`src/rtl/loop_uart_pkg.sv`:
```
package loop_uart_pkg;
  typedef enum logic [2:0] {
    OFS_DATA    = 3'd0,
    OFS_IEN     = 3'd1,
    OFS_IDFC    = 3'd2,
    OFS_LCTL    = 3'd3,
    OFS_MCTL    = 3'd4,
    OFS_LSTAT   = 3'd5,
    OFS_MSTAT   = 3'd6,
    OFS_SCRATCH = 3'd7
  } regOfs_e;

  typedef struct packed {
    logic       push;
    logic       drop;
    logic       pop;
    logic       clear;
    logic [7:0] pushData;
  } fifoCmd_t;

  localparam int IEN_RX   = 0;
  localparam int IEN_TXE  = 1;
  localparam int IEN_LINE = 2;
  localparam int IEN_MDM  = 3;
  localparam int LCTL_DIV = 7;
  localparam int MCTL_AFE = 5;
endpackage

```
`src/rtl/loop_uart_fifo.sv`:
```
module loop_uart_fifo
  import loop_uart_pkg::*;
#(
  parameter int DEPTH = 16,
  localparam int PW = $clog2(DEPTH),
  localparam int CW = PW + 1
) (
  input  logic          clk,
  input  logic          rstN,
  input  fifoCmd_t      cmd,
  output logic [7:0]    headData,
  output logic [CW-1:0] count,
  output logic          overrun
);
  logic [7:0]    slot [DEPTH];
  logic [PW-1:0] wrPtr, rdPtr;

  always_ff @(posedge clk) begin
    for (int s = 0; s < DEPTH; s++) begin
      if (!rstN) slot[s] <= '0;
      else if (cmd.push && wrPtr == PW'(s)) slot[s] <= cmd.pushData;
    end
  end

  always_ff @(posedge clk) begin
    if (!rstN) begin
      wrPtr <= '0; rdPtr <= '0; count <= '0; overrun <= 1'b0;
    end else begin
      if (cmd.clear) begin
        wrPtr <= '0; rdPtr <= '0; count <= '0;
      end else if (cmd.push) begin
        wrPtr <= wrPtr + 1'b1;
        count <= count + 1'b1;
      end else if (cmd.pop) begin
        rdPtr <= rdPtr + 1'b1;
        count <= count - 1'b1;
      end
      if (cmd.drop) overrun <= 1'b1;
      else if (cmd.push) overrun <= 1'b0;
    end
  end

  assign headData = slot[rdPtr];

  a_r3_no_overflow: assert property (@(posedge clk) disable iff (!rstN)
    cmd.push |-> count < CW'(DEPTH));
  a_r2_count_step: assert property (@(posedge clk) disable iff (!rstN)
    cmd.push |=> count == $past(count) + 1'b1);
  a_r4_clear_empties: assert property (@(posedge clk) disable iff (!rstN)
    cmd.clear |=> count == '0);
  a_r3_drop_sets_overrun: assert property (@(posedge clk) disable iff (!rstN)
    cmd.drop |=> overrun);
  a_r11_no_pop_empty: assert property (@(posedge clk) disable iff (!rstN)
    cmd.pop |-> count != '0);
endmodule

```
`src/rtl/loop_uart_ctrl.sv`:
```
module loop_uart_ctrl
  import loop_uart_pkg::*;
#(
  parameter int DEPTH = 16,
  parameter int TRIG  = 1,
  localparam int PW = $clog2(DEPTH),
  localparam int CW = PW + 1
) (
  input  logic          clk,
  input  logic          rstN,
  input  logic [2:0]    regOffset,
  input  logic          wrEn,
  input  logic          rdEn,
  input  logic [7:0]    wrData,
  input  logic [7:0]    headData,
  input  logic [CW-1:0] count,
  input  logic          overrun,
  output fifoCmd_t      cmd,
  output logic [7:0]    rdData,
  output logic          irqPulse
);
  logic [3:0]    ienReg;
  logic [7:0]    lctlReg, mctlReg, scrReg;
  logic [15:0]   divisor;
  logic          fifoOn;
  logic [CW-1:0] capLimit;
  logic          isEmpty, isFull, divMode, wrAcc, rdAcc;
  logic [2:0]    idCode;
  logic          evRx, evOvr, evIen, evDrain, evModem;
  regOfs_e       ofs;

  assign ofs      = regOfs_e'(regOffset);
  assign capLimit = fifoOn ? CW'(DEPTH) : CW'(1);
  assign isEmpty  = (count == '0);
  assign isFull   = (count >= capLimit);
  assign divMode  = lctlReg[LCTL_DIV];
  assign wrAcc    = wrEn;
  assign rdAcc    = rdEn && !wrEn;

  always_comb begin
    cmd          = '0;
    cmd.pushData = wrData;
    cmd.push  = wrAcc && ofs == OFS_DATA && !divMode && !isFull;
    cmd.drop  = wrAcc && ofs == OFS_DATA && !divMode && isFull;
    cmd.pop   = rdAcc && ofs == OFS_DATA && !divMode && !isEmpty;
    cmd.clear = wrAcc && ofs == OFS_IDFC && (wrData[1] || wrData[2]);
  end

  always_comb begin
    if (ienReg[IEN_LINE] && overrun)                    idCode = 3'h6;
    else if (ienReg[IEN_RX] && count >= CW'(TRIG))      idCode = 3'h4;
    else if (ienReg[IEN_TXE] && isEmpty)                idCode = 3'h2;
    else if (ienReg[IEN_MDM] && (mctlReg[0] || mctlReg[1])) idCode = 3'h0;
    else                                                idCode = 3'h1;
  end

  always_comb begin
    rdData = 8'h00;
    unique case (ofs)
      OFS_DATA:    rdData = divMode ? divisor[7:0] : (isEmpty ? 8'h00 : headData);
      OFS_IEN:     rdData = divMode ? divisor[15:8] : {4'h0, ienReg};
      OFS_IDFC:    rdData = {5'b11000, idCode};
      OFS_LCTL:    rdData = lctlReg;
      OFS_MCTL:    rdData = mctlReg;
      OFS_LSTAT:   rdData = {1'b0, isEmpty, isEmpty, 3'b000, overrun, !isEmpty};
      OFS_MSTAT:   rdData = 8'hA2 | ((!mctlReg[MCTL_AFE] || !isFull) ? 8'h11 : 8'h00);
      OFS_SCRATCH: rdData = scrReg;
      default:     rdData = 8'h00;
    endcase
  end

  assign evRx    = cmd.push && ienReg[IEN_RX] && count == CW'(TRIG - 1);
  assign evOvr   = cmd.drop && ienReg[IEN_LINE];
  assign evIen   = wrAcc && ofs == OFS_IEN && !divMode && wrData[IEN_TXE] && isEmpty;
  assign evDrain = rdAcc && ofs == OFS_DATA && !divMode && ienReg[IEN_TXE] && count <= CW'(1);
  assign evModem = wrAcc && ofs == OFS_MCTL && ienReg[IEN_MDM] && (wrData & 8'h0B) != 8'h00;

  always_ff @(posedge clk) begin
    if (!rstN) begin
      ienReg <= '0; lctlReg <= '0; mctlReg <= '0; scrReg <= '0;
      divisor <= '0; fifoOn <= 1'b1; irqPulse <= 1'b0;
    end else begin
      irqPulse <= evRx || evOvr || evIen || evDrain || evModem;
      if (wrAcc) begin
        unique case (ofs)
          OFS_DATA:    if (divMode) divisor[7:0] <= wrData;
          OFS_IEN:     if (divMode) divisor[15:8] <= wrData;
                       else ienReg <= wrData[3:0];
          OFS_IDFC:    fifoOn <= wrData[0];
          OFS_LCTL: begin
            lctlReg <= wrData;
            if (wrData[LCTL_DIV]) divisor <= '0;
          end
          OFS_MCTL:    mctlReg <= wrData;
          OFS_SCRATCH: scrReg <= wrData;
          default: ;
        endcase
      end
    end
  end

  a_r10_irq_has_cause: assert property (@(posedge clk) disable iff (!rstN)
    irqPulse |-> $past(wrEn || rdEn));
  a_r5_div_spares_fifo: assert property (@(posedge clk) disable iff (!rstN)
    (wrEn && regOffset == 3'd0 && divMode) |=> count == $past(count));
  a_r8_cts_without_afe: assert property (@(posedge clk) disable iff (!rstN)
    (regOffset == 3'd6 && !mctlReg[MCTL_AFE]) |-> rdData[4] && rdData[0]);
endmodule

```
`src/rtl/loop_uart.sv`:
```
module loop_uart
  import loop_uart_pkg::*;
#(
  parameter int DEPTH = 16,
  parameter int TRIG  = 1,
  localparam int CW = $clog2(DEPTH) + 1
) (
  input  logic       clk,
  input  logic       rstN,
  input  logic [2:0] regOffset,
  input  logic       wrEn,
  input  logic       rdEn,
  input  logic [7:0] wrData,
  output logic [7:0] rdData,
  output logic       irqPulse
);
  fifoCmd_t      cmd;
  logic [7:0]    headData;
  logic [CW-1:0] count;
  logic          overrun;

  loop_uart_ctrl #(.DEPTH(DEPTH), .TRIG(TRIG)) ctrl_i (
    .clk(clk), .rstN(rstN), .regOffset(regOffset), .wrEn(wrEn), .rdEn(rdEn),
    .wrData(wrData), .headData(headData), .count(count), .overrun(overrun),
    .cmd(cmd), .rdData(rdData), .irqPulse(irqPulse));

  loop_uart_fifo #(.DEPTH(DEPTH)) fifo_i (
    .clk(clk), .rstN(rstN), .cmd(cmd), .headData(headData),
    .count(count), .overrun(overrun));
endmodule

```
`config.mk`:
```
export PLATFORM = sky130hd
export DESIGN_NAME = loop_uart
export DESIGN_NICKNAME = d
export VERILOG_FILES = /design/src/rtl/loop_uart_pkg.sv /design/src/rtl/loop_uart_fifo.sv /design/src/rtl/loop_uart_ctrl.sv /design/src/rtl/loop_uart.sv
export SDC_FILE = /design/constraint.sdc
export NUM_CORES = 1
export LEC_CHECK = 0
export BUFFER_PORTS_ARGS = -buffer_cell sky130_fd_sc_hd__buf_2
export CAP_MARGIN = 20
export CORE_MARGIN = 2
export CORE_UTILIZATION = 45
export DETAILED_ROUTE_END_ITERATION = 7
export PLACE_DENSITY = 0.61
export SYNTH_ARGS = -nofsm -noshare
export SYNTH_HDL_FRONTEND = slang
export SYNTH_SLANG_ARGS = --single-unit
```
`constraint.sdc`:
```
create_clock -name clk -period 6.87 [get_ports clk]
set_input_delay 0.687 -clock clk [delete_from_list [all_inputs] [get_ports clk]]
set_output_delay 0.687 -clock clk [all_outputs]
set_load 0.05 [all_outputs]
```
==> impl_metrics.ini <==
[status]
status = completed

[cts]
cts_sinks = 192
clkSlewWorstSetupHoldPaths_ns = 0.07
cts-root-buf = clkbuf_16
cts_hold_buf = 0
cts_tree = built
numCtsBuffers = 17
ctsResizeCount = 0
cts_buffer_depth = 2
clk_latency_ns = 0.43
cts_setup_buffers = 0
cts_htree_levels = 4

[sta]
slew_headroom_pct = 28.0
finalSetupViolations = 0
fmax_ghz = 0.252
fin_worst_skew_ns = 0.0107
rsz0062_at_grt = false
tightest_slew_ns = 1.08
finalHoldViolations = 0
timing.final.crit_share_pct = 57.8
finalSetupTns_ns = 0
slew_violations = 0
period_minus_slack_ns = 3.97
holdWs_ns = 0.479

[synthesis]
yosys.area.top_type_share_pct = 40.4
synth_nets = 847
yosys.area.top_type = edfxtp_1
synthArstFlopShare_pct = 0
ys_seq_area_share_pct = 53.9
syn_area_um2 = 9500
syn_avg_cell_area_um2 = 11.6
synth.distinct_cells = 61
synth_warnings = 0
syn_inst = 821
synth-seq-cells = 192
synth_edf_count = 128
synth.area.top_cells = edfxtp_1 (40%), dfxtp_1 (13%), and2_1 (8.0%)
synth_ff_type = edfxtp_1

[worst_setup_path]
crit_required_ns = 6.18
start_kind = flip-flop
critPathTopFamily = simple AND/OR/NAND/NOR gates
path_buf_inv = 2
slowest_stage = nor4b_2
path_cells = inv_1 -> ha_1 -> nor4b_2 -> or3_1 -> nor4b_1 -> a2111oi_0 -> a31oi_1 -> buf_2
slowest_delay_ns = 0.78
critPathArrivalTime_ns = 3.28
crit_path_max_fanout = 8
critical_path_class = reg -> out
crit_path_end_kind = output pin

[worst_hold_path]
hold_path_class = reg -> reg

[cells_and_area]
final_util_pct = 49.8
design_area_um2 = 10400
syn_to_final_growth_pct = 9.48
nFillCells = 1884
antenna_cells = 0
fin_nets = 847
layout-drive-gt1-share_pct = 16.3

[routing]
viasPerCell = 5.78
drt_iter0_markers = 711
wl_per_cell_um = 21.5
drtPass1Iterations = 6
routed_wirelength_mm = 23.8
antenna_left = 0
vias = 6399
drc = 0

[placed_design]
place.gp.congestion = 0.894
hpwl_mm = 16.0
port_buffers = 23
post_dp_cell_area_um2 = 9750

[floorplanning]
coreArea_um2 = 20900
num_rows = 53
die-area_um2 = 22300
die_w_um = 149
ioPinCount = 24
start_util_pct = 45.5
die_height_um = 149

[pwr]
p_per_area_nw_per_um2 = 229
ir_drop_mv = 0.122
leakagePower_nw = 3.57

[global_route]
grt_overflow = 0
grt_pass1_vias = 6127
grt_max_degree = 69
antenna_found_initial = 2
grt_pass1_wl_mm = 36.5
grtUsageTotal_pct = 22.2

[job]
drv_cap = 0
[cell usage after synthesis, drive strengths merged (24+ instances only)]
library cell / instances
mux2i: 31
edfxtp: 128
a21boi: 26
nor3: 24
mux4: 28
dfxtp: 64
clkbuf: 47
and2: 121
nor2b: 29
nor2: 41
o21ai: 26
nand2: 84
[power breakdown]
group / internal (mW) / switching, mW
Clock: 0.484 / 0.468
Sequential: 1.26 / 0.0140
Combinational: 0.0463 / 0.111
[stage by stage]
| stage | setup WS [ns] | cells | power [mW] |
|---|---|---|---|
| after floorplan | 3.62 | 821 | 1.40 |
| after CTS | 2.93 | 1095 | 2.40 |
| after global placement | 3.06 | 1063 | 1.45 |
| after global routing | 2.74 | 1108 | 2.46 |
| after detailed placement | 2.85 | 1064 | 1.45 |
| final | 2.90 | 1108 | 2.38 |
[worst reg2reg max path, delay by kind of cell (launching register included)]
kind	cells	cell delay, ns
buffers and inverters	1	0.18
AND/OR/NAND/NOR	3	1.19
adder cells (fa/ha/maj)	1	0.16
flip-flops	1	0.38
AO/OA/AOI/OAI	2	1.20
[cells in the final DEF (no fill, tap or decap), types with 6 or more instances in the layout]
cell type	n
edfxtp_1	128
and2_1	121
nand2_1	84
dfxtp_1	63
buf_2	32
mux2i_1	31
nor2b_1	29
nor2_1	29
mux4_2	28
o21ai_0	26
a21boi_0	26
nor3_1	20
nand3_1	18
clkbuf_16	17
a21oi_1	16
nor2_4	12
ha_1	11
a22oi_1	10
a31oi_1	8
mux2_2	8
buf_4	8
inv_1	6
a221oi_1	6
nor4_1	6
[cells by family (layout without fill, tap and decap cells)]
logic type / count (synthesis) / in the layout / synth area share (%)
simple gates: 353 / 353 / 21.2
xor+xnor: 9 / 9 / 0.829
buf+inv: 71 / 83 / 3.21
compound gates: 118 / 118 / 8.54
mux: 67 / 67 / 10.8
fa+ha+maj: 11 / 11 / 1.45
flops: 192 / 192 / 53.9
[path summary, 6_finish.rpt]
kind                    startpoint                end  slack (ns)  depth (start not counted)
setup / recovery   fifo_i.count[0]          rdData[0]        2.90                          8
hold / removal    ctrl_i.scrReg[5]   ctrl_i.scrReg[5]        0.48                          2
setup reg to reg   fifo_i.count[0]  fifo_i.slot[6][4]        3.39                          7
hold reg to reg   ctrl_i.scrReg[5]   ctrl_i.scrReg[5]        0.48                          2
[state kept, by name (all words and copies together), names as in the netlist, named ones only]
register,flops
ctrl_i.mctlReg,8
fifo_i.slot,128
ctrl_i.divisor,16
fifo_i.rdPtr,4
fifo_i.count,5
fifo_i.overrun,1
fifo_i.wrPtr,4
ctrl_i.irqPulse,1
ctrl_i.ienReg,4
ctrl_i.scrReg,8
ctrl_i.lctlReg,8
ctrl_i.fifoOn,1
[layout make-up]
cell class / count / area (µm²) / share of cell area (%)
clock buffer: 18 / 429 / 4.12
clock inverter: 13 / 141 / 1.36
inverter: 8 / 30.0 / 0.289
multi-input combinational: 558 / 4070 / 39.2
sequential: 192 / 5130 / 49.3
tap: 275 / 344 / 3.31
timing repair buffer: 44 / 260 / 2.50
[layer usage]
layer	track usage, %	share of wire (%)	wire (µm)	up-vias
met3	3.94	7.5	1790	38
li1	-	-	-	2977
met5	0	0	0	-
met2	33.9	47	11200	274
met4	9.19	2.8	672	0
met1	31.6	43	10200	3110
Power figures use the tool's default switching activity.
